<file path="src/rtl/sdcm_pkg.sv">
package sdcm_pkg;

   typedef enum logic [3:0] {
      CMD_NOP  = 4'd0,
      CMD_ACT  = 4'd1,
      CMD_RD   = 4'd2,
      CMD_WR   = 4'd3,
      CMD_BST  = 4'd4,
      CMD_PRE  = 4'd5,
      CMD_AREF = 4'd6,
      CMD_SREF = 4'd7,
      CMD_LMR  = 4'd8
   } sdcm_cmd_e;

   localparam int ERR_W      = 5;
   localparam int E_ACT_OPEN = 0;
   localparam int E_RW_IDLE  = 1;
   localparam int E_LMR_BUSY = 2;
   localparam int E_MRD      = 3;
   localparam int E_REF_BUSY = 4;

   function automatic int unsigned bl_beats(input logic [2:0] code, input int unsigned full);
      case (code)
         3'd0:    return 1;
         3'd1:    return 2;
         3'd2:    return 4;
         3'd3:    return 8;
         3'd7:    return full;
         default: return 1;
      endcase
   endfunction

endpackage

</file>
<file path="src/rtl/sdcm_decode.sv">
module sdcm_decode
   import sdcm_pkg::*;
(
   input  logic      cs_n,
   input  logic      ras_n,
   input  logic      cas_n,
   input  logic      we_n,
   input  logic      cke,
   output sdcm_cmd_e cmd
);

   always_comb begin
      if (cs_n) begin
         cmd = CMD_NOP;
      end else begin
         case ({ras_n, cas_n, we_n})
            3'b011:  cmd = CMD_ACT;
            3'b101:  cmd = CMD_RD;
            3'b100:  cmd = CMD_WR;
            3'b110:  cmd = CMD_BST;
            3'b010:  cmd = CMD_PRE;
            3'b001:  cmd = cke ? CMD_AREF : CMD_SREF;
            3'b000:  cmd = CMD_LMR;
            default: cmd = CMD_NOP;
         endcase
      end
   end

endmodule

</file>
<file path="src/rtl/sdcm_bank.sv">
module sdcm_bank
   import sdcm_pkg::*;
#(
   parameter int CNT_W = 10
) (
   input  logic             clk,
   input  logic             rst,
   input  logic             hit,
   input  sdcm_cmd_e        cmd,
   input  logic             ap,
   input  logic [CNT_W-1:0] bl,
   output logic             open_o
);

   logic [CNT_W-1:0] cnt_q;
   logic             is_open_q;

   always_ff @(posedge clk) begin
      if (rst) begin
         is_open_q <= 1'b0;
         cnt_q     <= '0;
      end else if (cmd == CMD_PRE && (ap || hit)) begin
         is_open_q <= 1'b0;
         cnt_q     <= '0;
      end else if (hit && cmd == CMD_ACT && !is_open_q) begin
         is_open_q <= 1'b1;
         cnt_q     <= '0;
      end else if (hit && (cmd == CMD_RD || cmd == CMD_WR) && is_open_q && ap) begin
         cnt_q <= bl;
      end else if (cnt_q != '0) begin
         cnt_q <= cnt_q - 1'b1;
         if (cnt_q == CNT_W'(1)) is_open_q <= 1'b0;
      end
   end

   assign open_o = is_open_q;

   assert_apc_close_R5: assert property (@(posedge clk) disable iff (rst)
      (cnt_q == CNT_W'(1) && cmd == CMD_NOP) |=> !open_o);

   assert_act_opens_R2: assert property (@(posedge clk) disable iff (rst)
      (hit && cmd == CMD_ACT && cnt_q == '0) |=> open_o);

endmodule

</file>
<file path="src/rtl/sdcm_mrd.sv">
module sdcm_mrd #(
   parameter int T_MRD = 2
) (
   input  logic clk,
   input  logic rst,
   input  logic load,
   output logic busy
);

   generate
      if (T_MRD <= 1) begin : g_none
         assign busy = 1'b0;
      end else begin : g_cnt
         localparam int W = $clog2(T_MRD);
         logic [W-1:0] cnt_q;

         always_ff @(posedge clk) begin
            if (rst)                cnt_q <= '0;
            else if (load)          cnt_q <= W'(T_MRD - 1);
            else if (cnt_q != '0)   cnt_q <= cnt_q - 1'b1;
         end

         assign busy = (cnt_q != '0);

         assert_mrd_arm_R7: assert property (@(posedge clk) disable iff (rst)
            load |=> busy);
      end
   endgenerate

endmodule

</file>
<file path="src/rtl/sdram_cmd_monitor.sv">
module sdram_cmd_monitor
   import sdcm_pkg::*;
#(
   parameter int NBANK     = 4,
   parameter int T_MRD     = 2,
   parameter int FULL_PAGE = 512,
   localparam int BA_W     = $clog2(NBANK),
   localparam int CNT_W    = $clog2(FULL_PAGE + 1)
) (
   input  logic             clk,
   input  logic             rst,
   input  logic             cs_n,
   input  logic             ras_n,
   input  logic             cas_n,
   input  logic             we_n,
   input  logic             cke,
   input  logic [BA_W-1:0]  ba,
   input  logic             a10,
   input  logic [2:0]       a_bl,
   output logic [3:0]       cmd_code,
   output logic [NBANK-1:0] bank_open,
   output logic [ERR_W-1:0] err_vec
);

   if (NBANK < 2 || (NBANK & (NBANK - 1)) != 0) begin : g_bad_nbank
      $error("NBANK must be a power of two of at least 2");
   end
   if (T_MRD < 1) begin : g_bad_mrd
      $error("T_MRD must be at least 1");
   end
   if (FULL_PAGE < 8) begin : g_bad_page
      $error("FULL_PAGE must be at least 8");
   end

   sdcm_cmd_e        cmd_now;
   sdcm_cmd_e        cmd_q;
   logic [CNT_W-1:0] mode_bl_q;
   logic [ERR_W-1:0] err_q;
   logic [ERR_W-1:0] err_new;
   logic             mrd_busy;
   logic             any_open;

   sdcm_decode u_decode (
      .cs_n  (cs_n),
      .ras_n (ras_n),
      .cas_n (cas_n),
      .we_n  (we_n),
      .cke   (cke),
      .cmd   (cmd_now)
   );

   sdcm_mrd #(.T_MRD(T_MRD)) u_mrd (
      .clk  (clk),
      .rst  (rst),
      .load (cmd_now == CMD_LMR),
      .busy (mrd_busy)
   );

   for (genvar b = 0; b < NBANK; b++) begin : g_bank
      sdcm_bank #(.CNT_W(CNT_W)) u_bank (
         .clk    (clk),
         .rst    (rst),
         .hit    (ba == BA_W'(b)),
         .cmd    (cmd_now),
         .ap     (a10),
         .bl     (mode_bl_q),
         .open_o (bank_open[b])
      );
   end

   assign any_open = |bank_open;

   always_comb begin
      err_new             = '0;
      err_new[E_ACT_OPEN] = (cmd_now == CMD_ACT) && bank_open[ba];
      err_new[E_RW_IDLE]  = (cmd_now == CMD_RD || cmd_now == CMD_WR) && !bank_open[ba];
      err_new[E_LMR_BUSY] = (cmd_now == CMD_LMR) && any_open;
      err_new[E_MRD]      = mrd_busy && (cmd_now != CMD_NOP);
      err_new[E_REF_BUSY] = (cmd_now == CMD_AREF) && any_open;
   end

   always_ff @(posedge clk) begin
      if (rst) begin
         cmd_q     <= CMD_NOP;
         err_q     <= '0;
         mode_bl_q <= CNT_W'(1);
      end else begin
         cmd_q <= cmd_now;
         err_q <= err_q | err_new;
         if (cmd_now == CMD_LMR) mode_bl_q <= CNT_W'(bl_beats(a_bl, FULL_PAGE));
      end
   end

   assign cmd_code = cmd_q;
   assign err_vec  = err_q;

   assert_nop_decode_R1: assert property (@(posedge clk) disable iff (rst)
      cs_n |=> cmd_code == 4'd0);

   assert_act_err_R2: assert property (@(posedge clk) disable iff (rst)
      (!cs_n && !ras_n && cas_n && we_n && bank_open[ba]) |=> err_vec[E_ACT_OPEN]);

   assert_rw_err_R3: assert property (@(posedge clk) disable iff (rst)
      (!cs_n && ras_n && !cas_n && !bank_open[ba]) |=> err_vec[E_RW_IDLE]);

   assert_pre_all_R4: assert property (@(posedge clk) disable iff (rst)
      (!cs_n && !ras_n && cas_n && !we_n && a10) |=> bank_open == '0);

   assert_lmr_err_R6: assert property (@(posedge clk) disable iff (rst)
      (!cs_n && !ras_n && !cas_n && !we_n && |bank_open) |=> err_vec[E_LMR_BUSY]);

   assert_ref_err_R8: assert property (@(posedge clk) disable iff (rst)
      (!cs_n && !ras_n && !cas_n && we_n && cke && |bank_open) |=> err_vec[E_REF_BUSY]);

   assert_sticky_R9: assert property (@(posedge clk) disable iff (rst)
      (err_vec != '0) |=> (err_vec & $past(err_vec)) == $past(err_vec));

endmodule

</file>
<file path="config.mk">
export PLATFORM = sky130hd
export DESIGN_NAME = sdram_cmd_monitor
export DESIGN_NICKNAME = d
export VERILOG_FILES = /design/src/rtl/sdcm_pkg.sv /design/src/rtl/sdcm_decode.sv /design/src/rtl/sdcm_bank.sv /design/src/rtl/sdcm_mrd.sv /design/src/rtl/sdram_cmd_monitor.sv
export SDC_FILE = /design/constraint.sdc
export NUM_CORES = 1
export LEC_CHECK = 0
export BUFFER_PORTS_ARGS = -buffer_cell sky130_fd_sc_hd__buf_4
export CAP_MARGIN = 40
export CORE_ASPECT_RATIO = 0.5
export CORE_MARGIN = 4
export CORE_UTILIZATION = 54
export DETAILED_ROUTE_END_ITERATION = 12
export GPL_ROUTABILITY_DRIVEN = 0
export GPL_TIMING_DRIVEN = 1
export PLACE_DENSITY = 0.76
export SLEW_MARGIN = 20
export SYNTH_ARGS = -nofsm -noshare
export SYNTH_HDL_FRONTEND = slang
export SYNTH_HIERARCHICAL = 1
export SYNTH_SLANG_ARGS = --single-unit
export TNS_END_PERCENT = 100
</file>
<file path="constraint.sdc">
create_clock -name clk -period 2.9 [get_ports clk]
set_input_delay 0.58 -clock clk [delete_from_list [all_inputs] [get_ports clk]]
set_output_delay 0.58 -clock clk [all_outputs]
set_load 0.005 [all_outputs]
</file>
-- After elaboration in Yosys (flattened, before gate mapping)
Index checks and enable logic that the tools add are counted.
W data, S select, Z words.
- bitwise operators: 1
- reduce and logical (&&, ||, !) cells: 71
- add/subtract/negate cells: 5
- div/mod/pow operators: 0
- $mul: 0
- eq/ne operators: 27
- multiplexer cells: 32
- shift-type cells: 0
- magnitude comparators: 1
- operators by type and width (cell ; count):
    $mux W10 ; 8
    $eq A10 B1 Y1 const B ; 4
    $pmux W10 S4 ; 1
    $reduce_bool A10 Y1 ; 4
    $sub A10 B1 Y10 const B ; 4
    $logic_and A1 B1 Y1 ; 29
    $pmux W4 S7 ; 1
    $reduce_bool A2 Y1 ; 12
    $mux W1 ; 20
    $eq A3 B2 Y1 const B ; 4
    $eq A3 B3 Y1 const B ; 4
    $reduce_and A3 Y1 ; 4
    $reduce_or A3 Y1 ; 4
    $eq A4 B2 Y1 const B ; 2
    $eq A4 B3 Y1 const B ; 2
    $ne A2 B1 Y1 const B ; 4
    $reduce_or A2 Y1 ; 4
    $eq A3 B1 Y1 const B ; 2
    $logic_not A1 Y1 ; 5
    $logic_or A1 B1 Y1 ; 5
    $or A5 B5 Y5 ; 1
    $eq A2 B2 Y1 const B ; 2
    $eq A4 B1 Y1 const B ; 1
    $eq A4 B4 Y1 const B ; 1
    other kinds (9) ; 9
- word-level logic and storage cells: 149
- bits in read-only memories: 0
- bits in latches: 0
- RAM bits: 0
- flip-flop bits (word level): 64
- memories: 0

-- Depth between registers and ports, before layout
Gate-level depths: netlist of the first run.
- word-level depth: 10
- gate-level depth with buffers: 8
- mapped depth without buffers: 7

-- Cells and area by module
The synthesis of the first run kept the hierarchy.
- by module, submodules not included (module ; cells each ; instances ; area an instance (µm²)):
    sdcm_bank at g_bank[1].u_bank ... ; 79 ; 3 ; 713.2
    sdcm_bank at g_bank[0].u_bank ; 83 ; 1 ; 691.9
    sdram_cmd_monitor ; 60 ; 1 ; 550.5
    sdcm_decode ; 10 ; 1 ; 63.8
    sdcm_mrd ; 2 ; 1 ; 33.8

-- Worst setup path after synthesis of the first run
OpenSTA, ideal clock, no wires.
- path type: input port to flip-flop
- start point: input cs_n
- end point: register g_bank[0].u_bank.cnt_q[5]
- setup slack: 0.112 ns
- buffers on the path: 1
- arrival time: 2.644 ns
- stages: 6
- cell sequence: nor4_1 -> and4b_1 -> and2_1 -> clkbuf_1 -> o31ai_1 -> a211oi_1
- cells in the longest elaborated chain, start to end: 7
- elaborated cells between the ends (all ways): 15
- ends and longest elaborated chain (what ; line ; source):
    from (decl) ; sdram_cmd_monitor.sv:12 ; input logic cs_n,
    $mux W4 (*) ; sdcm_decode.sv:13 ; if (cs_n) begin
    $eq A4 B2 Y1 ; sdcm_bank.sv:28 ; end else if (hit && (cmd == CMD_RD || cmd == CMD_WR) && is_open_q && ap) begin
    $logic_or A1 B1 Y1 ; sdcm_bank.sv:28 ;
    $logic_and A1 B1 Y1 (3 in a row) ; sdcm_bank.sv:28 ;
    $mux W10 or $reduce_bool A2 Y1 (tied branches) ; n/a ;
    to (signal assigned) ; sdcm_bank.sv:29 ; cnt_q <= bl;
    to (signal assigned) ; sdcm_bank.sv:31 ; cnt_q <= cnt_q - 1'b1;
    to (decl) ; sdcm_bank.sv:15 ; logic [CNT_W-1:0] cnt_q;
Every way passes the cells marked *; elsewhere a longest branch is shown, timed or not.
A chain may end at the register's enable or synchronous reset.

-- Worst setup path in the final report of the first run
- start point: input ras_n
- end point: register g_bank[2].u_bank.cnt_q[3]
- cells in the longest elaborated chain, start to end: 9
- elaborated cells between the ends (all ways): 23
- ends and longest elaborated chain (what ; line ; source):
    from (decl) ; sdram_cmd_monitor.sv:13 ; input logic ras_n,
    $eq A3 B1 Y1 (tied with other cells) ; sdcm_decode.sv:16 ; case ({ras_n, cas_n, we_n})
    $pmux W4 S7 (*) ; sdcm_decode.sv:16 ;
    $mux W4 (*) ; sdcm_decode.sv:13 ;
    net cmd_now[2] ; sdram_cmd_monitor.sv:35 ; sdcm_cmd_e cmd_now;
    $eq A4 B2 Y1 ; sdcm_bank.sv:28 ;
    $logic_or A1 B1 Y1 ; sdcm_bank.sv:28 ;
    $logic_and A1 B1 Y1 (3 in a row) ; sdcm_bank.sv:28 ;
    $mux W10 or $reduce_bool A2 Y1 (tied branches) ; n/a ;
    to (signal assigned) ; sdcm_bank.sv:29 ;
    to (signal assigned) ; sdcm_bank.sv:31 ;
    to (decl) ; sdcm_bank.sv:15 ;
The timed path passes the listed nets; every way through them passes the cells marked *.

==> results by group, run 1 <==
Logic synthesis
  • Main combinational cell family by area after synthesis: simple AND/OR/NAND/NOR gates
  • Multiplexer share of the synthesized area: ~2.4%
  • Mean post-synth cell area: 8.88 um^2
  • Adder-Cell Fraction of Synth Area: 3.16%
  • Yosys warning count: 6
  • Synth Area in Compound Gates: 19.8%
  • Netlist cell types: between 60 and 70
  • Mapped Area: 0.00348 mm^2
  • Synth Register Bits: 59
  • EDFF count, synth: 0
  • Sequential fraction of the synthesis area: 33.9%
  • Main flop type after synthesis: dfxtp_1
  • Synth Area in Simple Gates: 32.0%
  • Post-synthesis xor/xnor area fraction: between 5 and 6%
  • Async S/R FF share, synth: 0%
  • Gate Count Post-Synth: approximately 390

Setup path
  • Cell mode on critical path: buf_4
  • Crit-path max FO: 13
  • Critical path class: primary input to flop
  • Crit path largest cell delay: 0.38 ns
  • Crit-path cells: buf_4, or3b_1, a21oi_2, and4bb_1, nand3_1, buf_4, nor2_1, a311oi_2
  • Critical path launch point type: primary input
  • CP max stage cell: or3b_1
  • Crit path DAT: 2.60 ns
  • CP Capture Type: flop
  • Critical Path RT: 3.14 ns
  • Crit path max-delay family: simple AND/OR/NAND/NOR gates
  • Buf/Inv on CP: 2

Floorplanning
  • Rows: 20
  • Die area: between 0.007 and 0.008 mm^2
  • Die Height: 64.8 um
  • Die W: 122 um
  • Initial core utilization: 56.5%
  • Core Region: between 0.006 and 0.007 mm^2
  • I/O pins: 26

Hold path
  • Worst Hold Class: flop to flop

Global route
  • Initial antenna violation count: 0
  • Total grt overflow: 0
  • Vias in the first global route: 3114
  • First-pass GRT wire length: approximately 14 mm
  • Global Route Usage Sum: 22.6%
  • Largest net degree at the start of global routing: 25

Finish
  • Area of the multi-input gates: 0.00227 mm^2
  • Diode count: 0
  • Area growth syn-to-layout: 19.7%
  • FILL cells: 524
  • Layout cells sized above 1: 19.4%
  • Commonest non-fill, non-tap cell in the layout: nor2_1
  • Register area: 0.00118 mm^2
  • Most frequent cells in the layout: nor2_1, dfxtp_1, buf_4
  • Nets@finish: between 400 and 500
  • Final core occ: around two thirds

Placement
  • HPWL after DPL: around 6 mm
  • PortBufs: 25
  • Pre-CTS setup slack: 0.254 ns

Clocking
  • Post-CTS setup buffers: 0
  • PostCTS Resize Cnt: 0
  • Maximum buffer depth of the clock tree: 2
  • CTS tree: done
  • Clk_lat worst skew: 0.33 ns
  • CTS buffer count: 9
  • # H-tree levels: 3
  • CTS Root Cell: clkbuf_16
  • Reg clk slew, reported paths: 0.05 ns
  • Hold_buf cts: 0
  • Sink Count: 59

Routing
  • Routed WL: 8.12 mm
  • Post-route antenna net violation count: 0
  • Vias: 3084
  • Via-to-Cell Ratio: 5.69
  • Remaining DRCs: 0
  • Detailed Routing Iterations Pass 1: 5
  • Routed WL per cell: 15.0 um
  • Drt initial violations: 201

Power
  • Total power: 4400 uW
  • Cell-internal power: between 2000 and 3000 uW
  • Max VDD drop: roughly 0.47 mV
  • Reg power frac: between 30% and 40%
  • Combinational power share: 48.0%
  • Clk pwr share: 21.5%
  • Psw: roughly 1700 uW
  • Switching share of power: between 30% and 40%
  • Pwr dens: 1060 mW/mm^2
  • Static Leak: 0.00166 uW

STA
  • Setup ws final: roughly 0.54 ns
  • Setup TNS: 0 ns
  • Maximum clock rate: ~420 MHz
  • Skew final: ~0.008 ns
  • Worst slew pin tran: 0.535 ns
  • Final period util: 81.5%
  • Final setup viols: 0
  • Min Tclk post-route: 2.36 ns
  • Hold Fails Final Rpt: 0
  • Unrepaired setup endpoints after global routing: no
  • Slew HR: between 60% and 70%
  • WHS: 0.455 ns
  • Fin. max-slew vios: 0

Flow run
  • # Max-Cap Violations: 0

Outcome
  • Status: finished clean
final cells by class:
type,count,area share (%)
Inverter,13,1.17
Timing Repair Buffer,39,7.03
Clock inverter,3,0.361
Sequential cell,59,28.4
Multi-Input combinational cell,328,54.5
Tap cell,88,2.64
Clock buffer,12,5.92
logic make-up (layout without fill, tap and decap cells):
| kind of cell | Yosys count | count (layout) |
|---|---|---|
| xor gates and xnor gates | 23 | 23 |
| adders and majority gates | 9 | 9 |
| DFF | 59 | 59 |
| buffers and inverters | 24 | 67 |
| muxes | 7 | 7 |
| other | 1 | 20 |
| AOI/OAI and AO/OA | 86 | 86 |
| and+or+nand+nor | 183 | 183 |
synth_stat cells (3+ instances only):
cell type	number	area share [%]
dfxtp_1	59	34
mux2i_1	6	1.7
a21oi_1	21	3.0
a311oi_1	5	1.3
a31oi_1	4	0.72
nor4_1	8	1.4
a311oi_2	3	1.3
o2111ai_1	3	0.76
o21ai_0	3	0.43
and4_4	3	0.97
nor4_4	3	1.8
ha_1	8	2.9
a211o_1	3	0.76
and4bb_1	3	1.1
nor3b_1	4	0.86
xnor2_1	23	5.8
or4_1	5	1.1
a211oi_1	9	1.9
nor2_1	63	6.8
o21a_1	3	0.65
a22oi_1	3	0.65
nor3b_2	3	1.1
nand4_1	6	1.1
nand3_2	3	0.86
or4b_1	3	0.86
nand2b_1	7	1.3
o31ai_1	5	1.1
nand3b_1	4	0.86
a211oi_2	12	4.3
nand4b_1	3	0.76
clkbuf_1	3	0.32
nand2_1	22	2.4
or2_4	3	0.76
nor2b_1	11	2.0
o21bai_1	3	0.65
buf_2	7	1.0
nor3_1	6	0.86
nand3_1	6	0.86
inv_1	13	1.4
nor4b_1	7	1.8
power by group through the flow:
stage	clock, uW	sequential (uW)	combinational (uW)
3_3_place_gp	0	1320	2000
3_5_place_dp	0	1350	2080
5_1_grt	1000	1380	2340
4_1_cts	965	1340	2100
2_1_floorplan	0	1290	1740
6_report	945	1340	2110
path summary, 6_finish.rpt:
path                                                 from                         to  slack, ns  depth (start not counted)
worst min-delay path                           err_vec[1]                 err_vec[1]       0.46                          2
worst max register to register  g_bank[0].u_bank/cnt_q[0]  g_bank[0].u_bank/cnt_q[8]       0.84                          5
worst max-delay path                                ras_n  g_bank[2].u_bank/cnt_q[3]       0.54                          8
worst min register to register                 err_vec[1]                 err_vec[1]       0.46                          2
registers in the layout, summed over array words and instances, names as in the netlist:
name and flops:
mode_bl_q 5, g_bank.u_bank/open_o 4, u_mrd/busy 1, err_vec 5, g_bank.u_bank/cnt_q 40, cmd_code 4
per-stage QoR:
stage / cell area [um^2] / std cells
5_1_grt: 4160 / 542
6_report: 4160 / 542
4_1_cts: 4160 / 542
3_3_place_gp: 3900 / 527
2_1_floorplan: 3550 / 411
3_5_place_dp: 3900 / 527
routing by layer:
metal  track usage [%]  share of wire (%)  vias to the layer above
met3              5.93                4.0                       15
met1              26.8                 44                     1455
li1                  -                  -                     1557
met2              39.1                 50                       57
met4              9.50                1.8                        0
met5                 0                  0                        -
worst register-to-register path, cell delays in order, from the launching register on:
cell,delay [ns]
dfxtp_1,0.36
inv_1,0.08
ha_1,0.19
or3b_1,0.51
or4b_1,0.55
a311oi_1,0.27
Power figures use the tool's default switching activity.
==> run 2: changes to the inputs <==
Settings changed: ABC_AREA set to 1, CORE_UTILIZATION 54 to 61, PLACE_DENSITY 0.76 to 0.8.
Clock period 2.9 ns to 2.45 ns, I/O delays scaled along.
==> run 2 against run 1 <==
First-iteration DRC count grew 39%; wire length increased by 6.2%; sequential cell count stayed put; largest power group unchanged.
==> results by group, run 2 <==
Clocking
  • CTS buffer count: 9
  • Hold_buf cts: 0
  • CTS Root Cell: clkbuf_16
  • Clk_lat worst skew: about 0.33 ns
  • CTS tree: done
  • Sink Count: 59
  • Reg clk slew, reported paths: 0.05 ns
  • Maximum buffer depth of the clock tree: 2
  • # H-tree levels: 3
  • PostCTS Resize Cnt: 0
  • Post-CTS setup buffers: 0

Routing
  • Post-route antenna net violation count: 0
  • Drt initial violations: ~280
  • Detailed Routing Iterations Pass 1: 5
  • Via-to-Cell Ratio: 4.90
  • Routed WL: about 8.6 mm
  • Remaining DRCs: 0
  • Vias: 3742
  • Routed WL per cell: 11.3 um

Global route
  • Total grt overflow: 0
  • Layer with the highest usage: met2
  • Initial antenna violation count: 0
  • Met1 Use GR: 31.6%
  • Met2 Track Usage GR: 40.2%
  • Grt met3 use: 5.42%
  • Vias in the first global route: ~3.4k
  • First-pass GRT wire length: 15.3 mm
  • Global Route Usage Sum: 24.1%
  • Largest net degree at the start of global routing: 18

Setup path
  • Crit path max-delay family: simple AND/OR/NAND/NOR gates
  • Crit path DAT: 1.88 ns
  • Critical path launch point type: primary input
  • Reg2Reg Setup Slack: a little under 1 ns
  • Reg2Reg Launch Point: g_bank[2].u_bank/cnt_q[0]
  • Worst reg2reg endpoint: g_bank[2].u_bank/cnt_q[1]
  • CP max stage cell: buf_4
  • Crit-path cells: buf_4, nor2_2, nand2_2, nor2_1, buf_4, nor2_1, nand3_1, nand2_1, nor2_4, nand2_1, a21oi_1
  • Critical Path RT: between 2 and 3 ns
  • Buf/Inv on CP: 2
  • Crit path largest cell delay: 0.25 ns
  • CP Capture Type: flop
  • WP depth: 11
  • Critical path class: primary input to flop
  • Crit-path max FO: 11
  • Worst Reg-to-Reg Cells: 7

Finish
  • Nets@finish: a little under 700
  • Diode count: 0
  • Commonest non-fill, non-tap cell in the layout: nor2_1
  • Max FFs per register: 40
  • Area growth syn-to-layout: 15.5%
  • Most frequent cells in the layout: nor2_1, nand2_1, inv_1
  • Post-Layout Inst Area: 0.00465 mm^2
  • Most flops, register: g_bank.u_bank/cnt_q
  • Layout cells sized above 1: a little under a fifth
  • Final core occ: 74.6%
  • FILL cells: ~510

Hold path
  • Worst Hold Class: primary input to flop
  • Hold Crit Start: rst
  • End of the worst hold path: err_vec[0]
  • Hold path depth: 2

Floorplanning
  • Rows: 20
  • I/O pins: 26
  • Initial core utilization: 64.6%
  • Core Region: between 0.006 and 0.007 mm^2
  • Die area: 0.00804 mm^2
  • Die Height: ~65 um
  • Die W: 123 um

Logic synthesis
  • Main flop type after synthesis: dfxtp_1
  • Yosys top cell by area: dfxtp_1
  • Mean post-synth cell area: 6.53 um^2
  • Yosys top cell area share: 29.3%
  • Post-synth top cells: nor2_1, nand2_1, inv_1
  • Mapped Area: about 0.0040 mm^2
  • Async S/R FF share, synth: 0%
  • Synth top area cells: dfxtp_1, nor2_1, nand2_1, inv_1, nand3_1
  • Synth Register Bits: 59
  • Most common cell in the netlist: nor2_1
  • Sequential fraction of the synthesis area: between 20 and 30%
  • Netlist cell types: 26
  • EDFF count, synth: 0
  • Gate Count Post-Synth: between 600 and 700
  • Yosys warning count: 6

STA
  • Maximum clock rate: 611 MHz
  • Fin. max-slew vios: 0
  • Skew final: 0.00355 ns
  • Hold Fails Final Rpt: 0
  • Setup TNS: 0 ns
  • Min Tclk post-route: 1.64 ns
  • Final period util: about two thirds
  • Setup ws final: between 0.8 and 0.9 ns
  • Unrepaired setup endpoints after global routing: no
  • Final setup viols: 0

Placement
  • DP Area: 0.00438 mm^2
  • Pre-CTS setup slack: 0.490 ns
  • HPWL after DPL: 6.40 mm
  • PortBufs: 25

Power
  • Pwr dens: 1260 mW/mm^2
  • Static Leak: 0.00229 uW
  • Max VDD drop: 0.798 mV

Flow run
  • # Max-Cap Violations: 0

Outcome
  • Status: finished clean
run 2: changes by cell type in the layout (fill, tap and decap cells not counted), moves of 10 or more:
cell      change
nand3_1      +51
a211oi_2     -12
nand2_1      +92
buf_4        -10
nor2_1       +65
inv_2        +18
nor2b_1      -11
xnor2_1      -23
o21ai_1      +17
nor2_4       +18
inv_1        +66
nor2_2       +10
o21ai_0      +21
run 2: cells by family after synthesis:
kind of cell | after synthesis | share of synthesized area [%]
and+or+nand+nor | 377 | 48.2
buffers and inverters | 103 | 10.5
AOI/OAI and AO/OA | 61 | 7.68
DFF | 59 | 29.3
xor gates and xnor gates | 8 | 1.74
adders and majority gates | 8 | 2.49
other | 1 | 0.0931
run 2: layout make-up:
class / count / area [um^2] / area share (%)
clock buffers: 14 / 264 / 5.68
clock inverters: 2 / 10.0 / 0.215
inverters: 98 / 373 / 8.02
multi-input cells: 474 / 2490 / 53.6
flip-flops and latches: 59 / 1180 / 25.4
well taps: 88 / 110 / 2.37
repair buffers: 29 / 218 / 4.68
run 2: worst max path at each step:
stage	startpoint	endpoint	slack, ns
6_report	ras_n	g_bank[0].u_bank/cnt_q[7]	0.81
5_1_grt	cas_n	g_bank[3].u_bank/cnt_q[4]	0.62
4_1_cts	ras_n	g_bank[0].u_bank/cnt_q[7]	0.82
3_5_place_dp	ras_n	g_bank[0].u_bank/cnt_q[7]	0.49
3_3_place_gp	ras_n	g_bank[2].u_bank/cnt_q[3]	0.50
2_1_floorplan	cs_n	g_bank[0].u_bank/cnt_q[5]	0.25
run 2: metal layers:
layer | up-vias | wire (um)
li1 | 2016 | -
met1 | 1634 | 4340
met2 | 80 | 3820
met3 | 12 | 376
met4 | 0 | 91
met5 | - | 0
run 2: stage by stage:
stage                     hold slack (ns)  power [uW]  std cells
after floorplan                     0.437        4140        636
after global placement              0.437        4650        748
after detailed placement            0.460        4690        748
after CTS                           0.449        5890        764
after global routing                0.471        6430        764
final                               0.460        5870        764
run 2: where the power goes:
part / switching (uW) / internal, uW
sequential: 341 / 1270
combinational: 1940 / 1170
clock: 415 / 735
total: 2700 / 3170
==> run 3: changes to the inputs <==
Clock period 2.45 ns to 1.7 ns, I/O delays scaled along.
==> run 3 against run 2 <==
First-iteration DRC count decreased by 19%; hold slack worse by 0.14 ns; non-clock buffer count grew 23; critical path type unchanged; clock skew barely moved.
==> results by group, run 3 (synthesis results as in run 2) <==
Outcome
  • Status: finished clean

Global route
  • Global Route Usage Sum: around a quarter
  • First-pass GRT wire length: approximately 16 mm
  • Vias in the first global route: 3641
  • Largest net degree at the start of global routing: 18
  • Initial antenna violation count: 0
  • Total grt overflow: 0

Floorplanning
  • Initial core utilization: 64.6%
  • Core Region: 0.00623 mm^2
  • Die area: 0.00804 mm^2
  • Rows: 20
  • Die Height: 65.5 um
  • Die W: 123 um
  • I/O pins: 26

Clocking
  • # H-tree levels: 3
  • CTS buffer count: 9
  • Maximum buffer depth of the clock tree: 2
  • Post-CTS setup buffers: 0
  • CTS Root Cell: clkbuf_16
  • CTS tree: done
  • Sink Count: 59
  • Reg clk slew, reported paths: ~0.05 ns
  • Hold_buf cts: 0
  • Clk_lat worst skew: 0.32 ns
  • PostCTS Resize Cnt: 0

STA
  • WHS: 0.322 ns
  • Hold Fails Final Rpt: 0
  • Setup TNS: 0 ns
  • Maximum clock rate: about 670 MHz
  • Fin. max-slew vios: 0
  • Unrepaired setup endpoints after global routing: no
  • Min Tclk post-route: 1.49 ns
  • Skew final: just under 0.004 ns
  • Final setup viols: 0
  • Final period util: 87.8%

Routing
  • Vias: 3939
  • Detailed Routing Iterations Pass 1: 5
  • Routed WL per cell: approximately 12 um
  • Via-to-Cell Ratio: 5.01
  • Remaining DRCs: 0
  • Drt initial violations: 225
  • Routed WL: 9.22 mm
  • Post-route antenna net violation count: 0

Finish
  • Commonest non-fill, non-tap cell in the layout: nor2_1
  • Max FFs per register: 40
  • FILL cells: 456
  • Diode count: 0
  • Layout cells sized above 1: 21.6%
  • Nets@finish: 715
  • Most frequent cells in the layout: nor2_1, nand2_1, inv_1
  • Area growth syn-to-layout: 21.7%
  • Most flops, register: g_bank.u_bank/cnt_q

Placement
  • HPWL after DPL: 7.00 mm
  • PortBufs: 25

Hold path
  • Hold path depth: 2
  • End of the worst hold path: err_vec[0]
  • Worst Hold Class: primary input to flop
  • Hold Crit Start: rst

Setup path
  • Crit-path max FO: 7
  • Worst Reg-to-Reg Cells: 7
  • Crit path DAT: roughly 1.8 ns
  • Critical Path RT: 1.95 ns
  • Worst reg2reg endpoint: g_bank[3].u_bank/cnt_q[0]
  • CP Capture Type: flop
  • Critical path class: primary input to flop
  • Critical path launch point type: primary input
  • Reg2Reg Setup Slack: 0.25 ns
  • Reg2Reg Launch Point: g_bank[3].u_bank/cnt_q[0]

Power
  • Max VDD drop: 1.02 mV
  • Total power: ~8600 uW
  • Static Leak: 0.00242 uW
  • Pwr dens: approximately 1800 mW/mm^2

Flow run
  • # Max-Cap Violations: 0
[run 3: worst max path at each step]
stage | from | to | slack (ns) | depth (start not counted)
final | ras_n | g_bank[2].u_bank/cnt_q[7] | 0.21 | 13
after CTS | cas_n | g_bank[3].u_bank/cnt_q[4] | 0.24 | 12
after global placement | cas_n | g_bank[3].u_bank/cnt_q[4] | -0.07 | 9
after detailed placement | cas_n | g_bank[3].u_bank/cnt_q[4] | -0.10 | 12
after floorplan | cs_n | err_vec[2] | 0.03 | 8
after global routing | ras_n | g_bank[2].u_bank/cnt_q[4] | 0.06 | 13
[run 3: final cells by class]
class	instances	area [um^2]	area share (%)
clock buffer	13	270	5.51
inverter	98	373	7.61
multi-input combinational	474	2520	51.3
clock inverter	2	10.0	0.204
timing repair buffer	52	440	8.99
tap	88	110	2.25
sequential	59	1180	24.1
[run 3: metrics by stage]
stage / std cells / utilization (%) / setup slack [ns] / instance area [um^2]
detailed placement: 771 / 74.2 / -0.103 / 4620
finish: 786 / 78.7 / 0.207 / 4900
global placement: 771 / 74.2 / -0.0709 / 4620
floorplan: 636 / - / 0.0256 / 4120
CTS: 786 / 78.7 / 0.237 / 4900
global route: 786 / 78.7 / 0.0603 / 4900
[run 3: report_power, final]
part / internal, uW / switching (uW)
registers: 1830 / 502
logic: 1700 / 2880
clock network: 1090 / 584
total: 4620 / 3970
[run 3: routing by layer]
layer	part of all wire [%]	up-vias	GRT usage, %
li1	-	2053	-
met3	5.8	15	6.45
met1	47	1771	34.1
met5	0	-	0
met2	46	100	42.4
met4	1.2	0	7.39
[run 3: worst max-delay path, stage by stage]
cell	delay [ns]
buf_4	0.12
nor2_2	0.20
nand2_2	0.11
nand2_1	0.07
nor2_1	0.05
buf_4	0.14
inv_1	0.05
nor2_1	0.04
nand3_1	0.07
nand2_1	0.10
nor2_4	0.21
nand2_1	0.12
a21oi_1	0.12
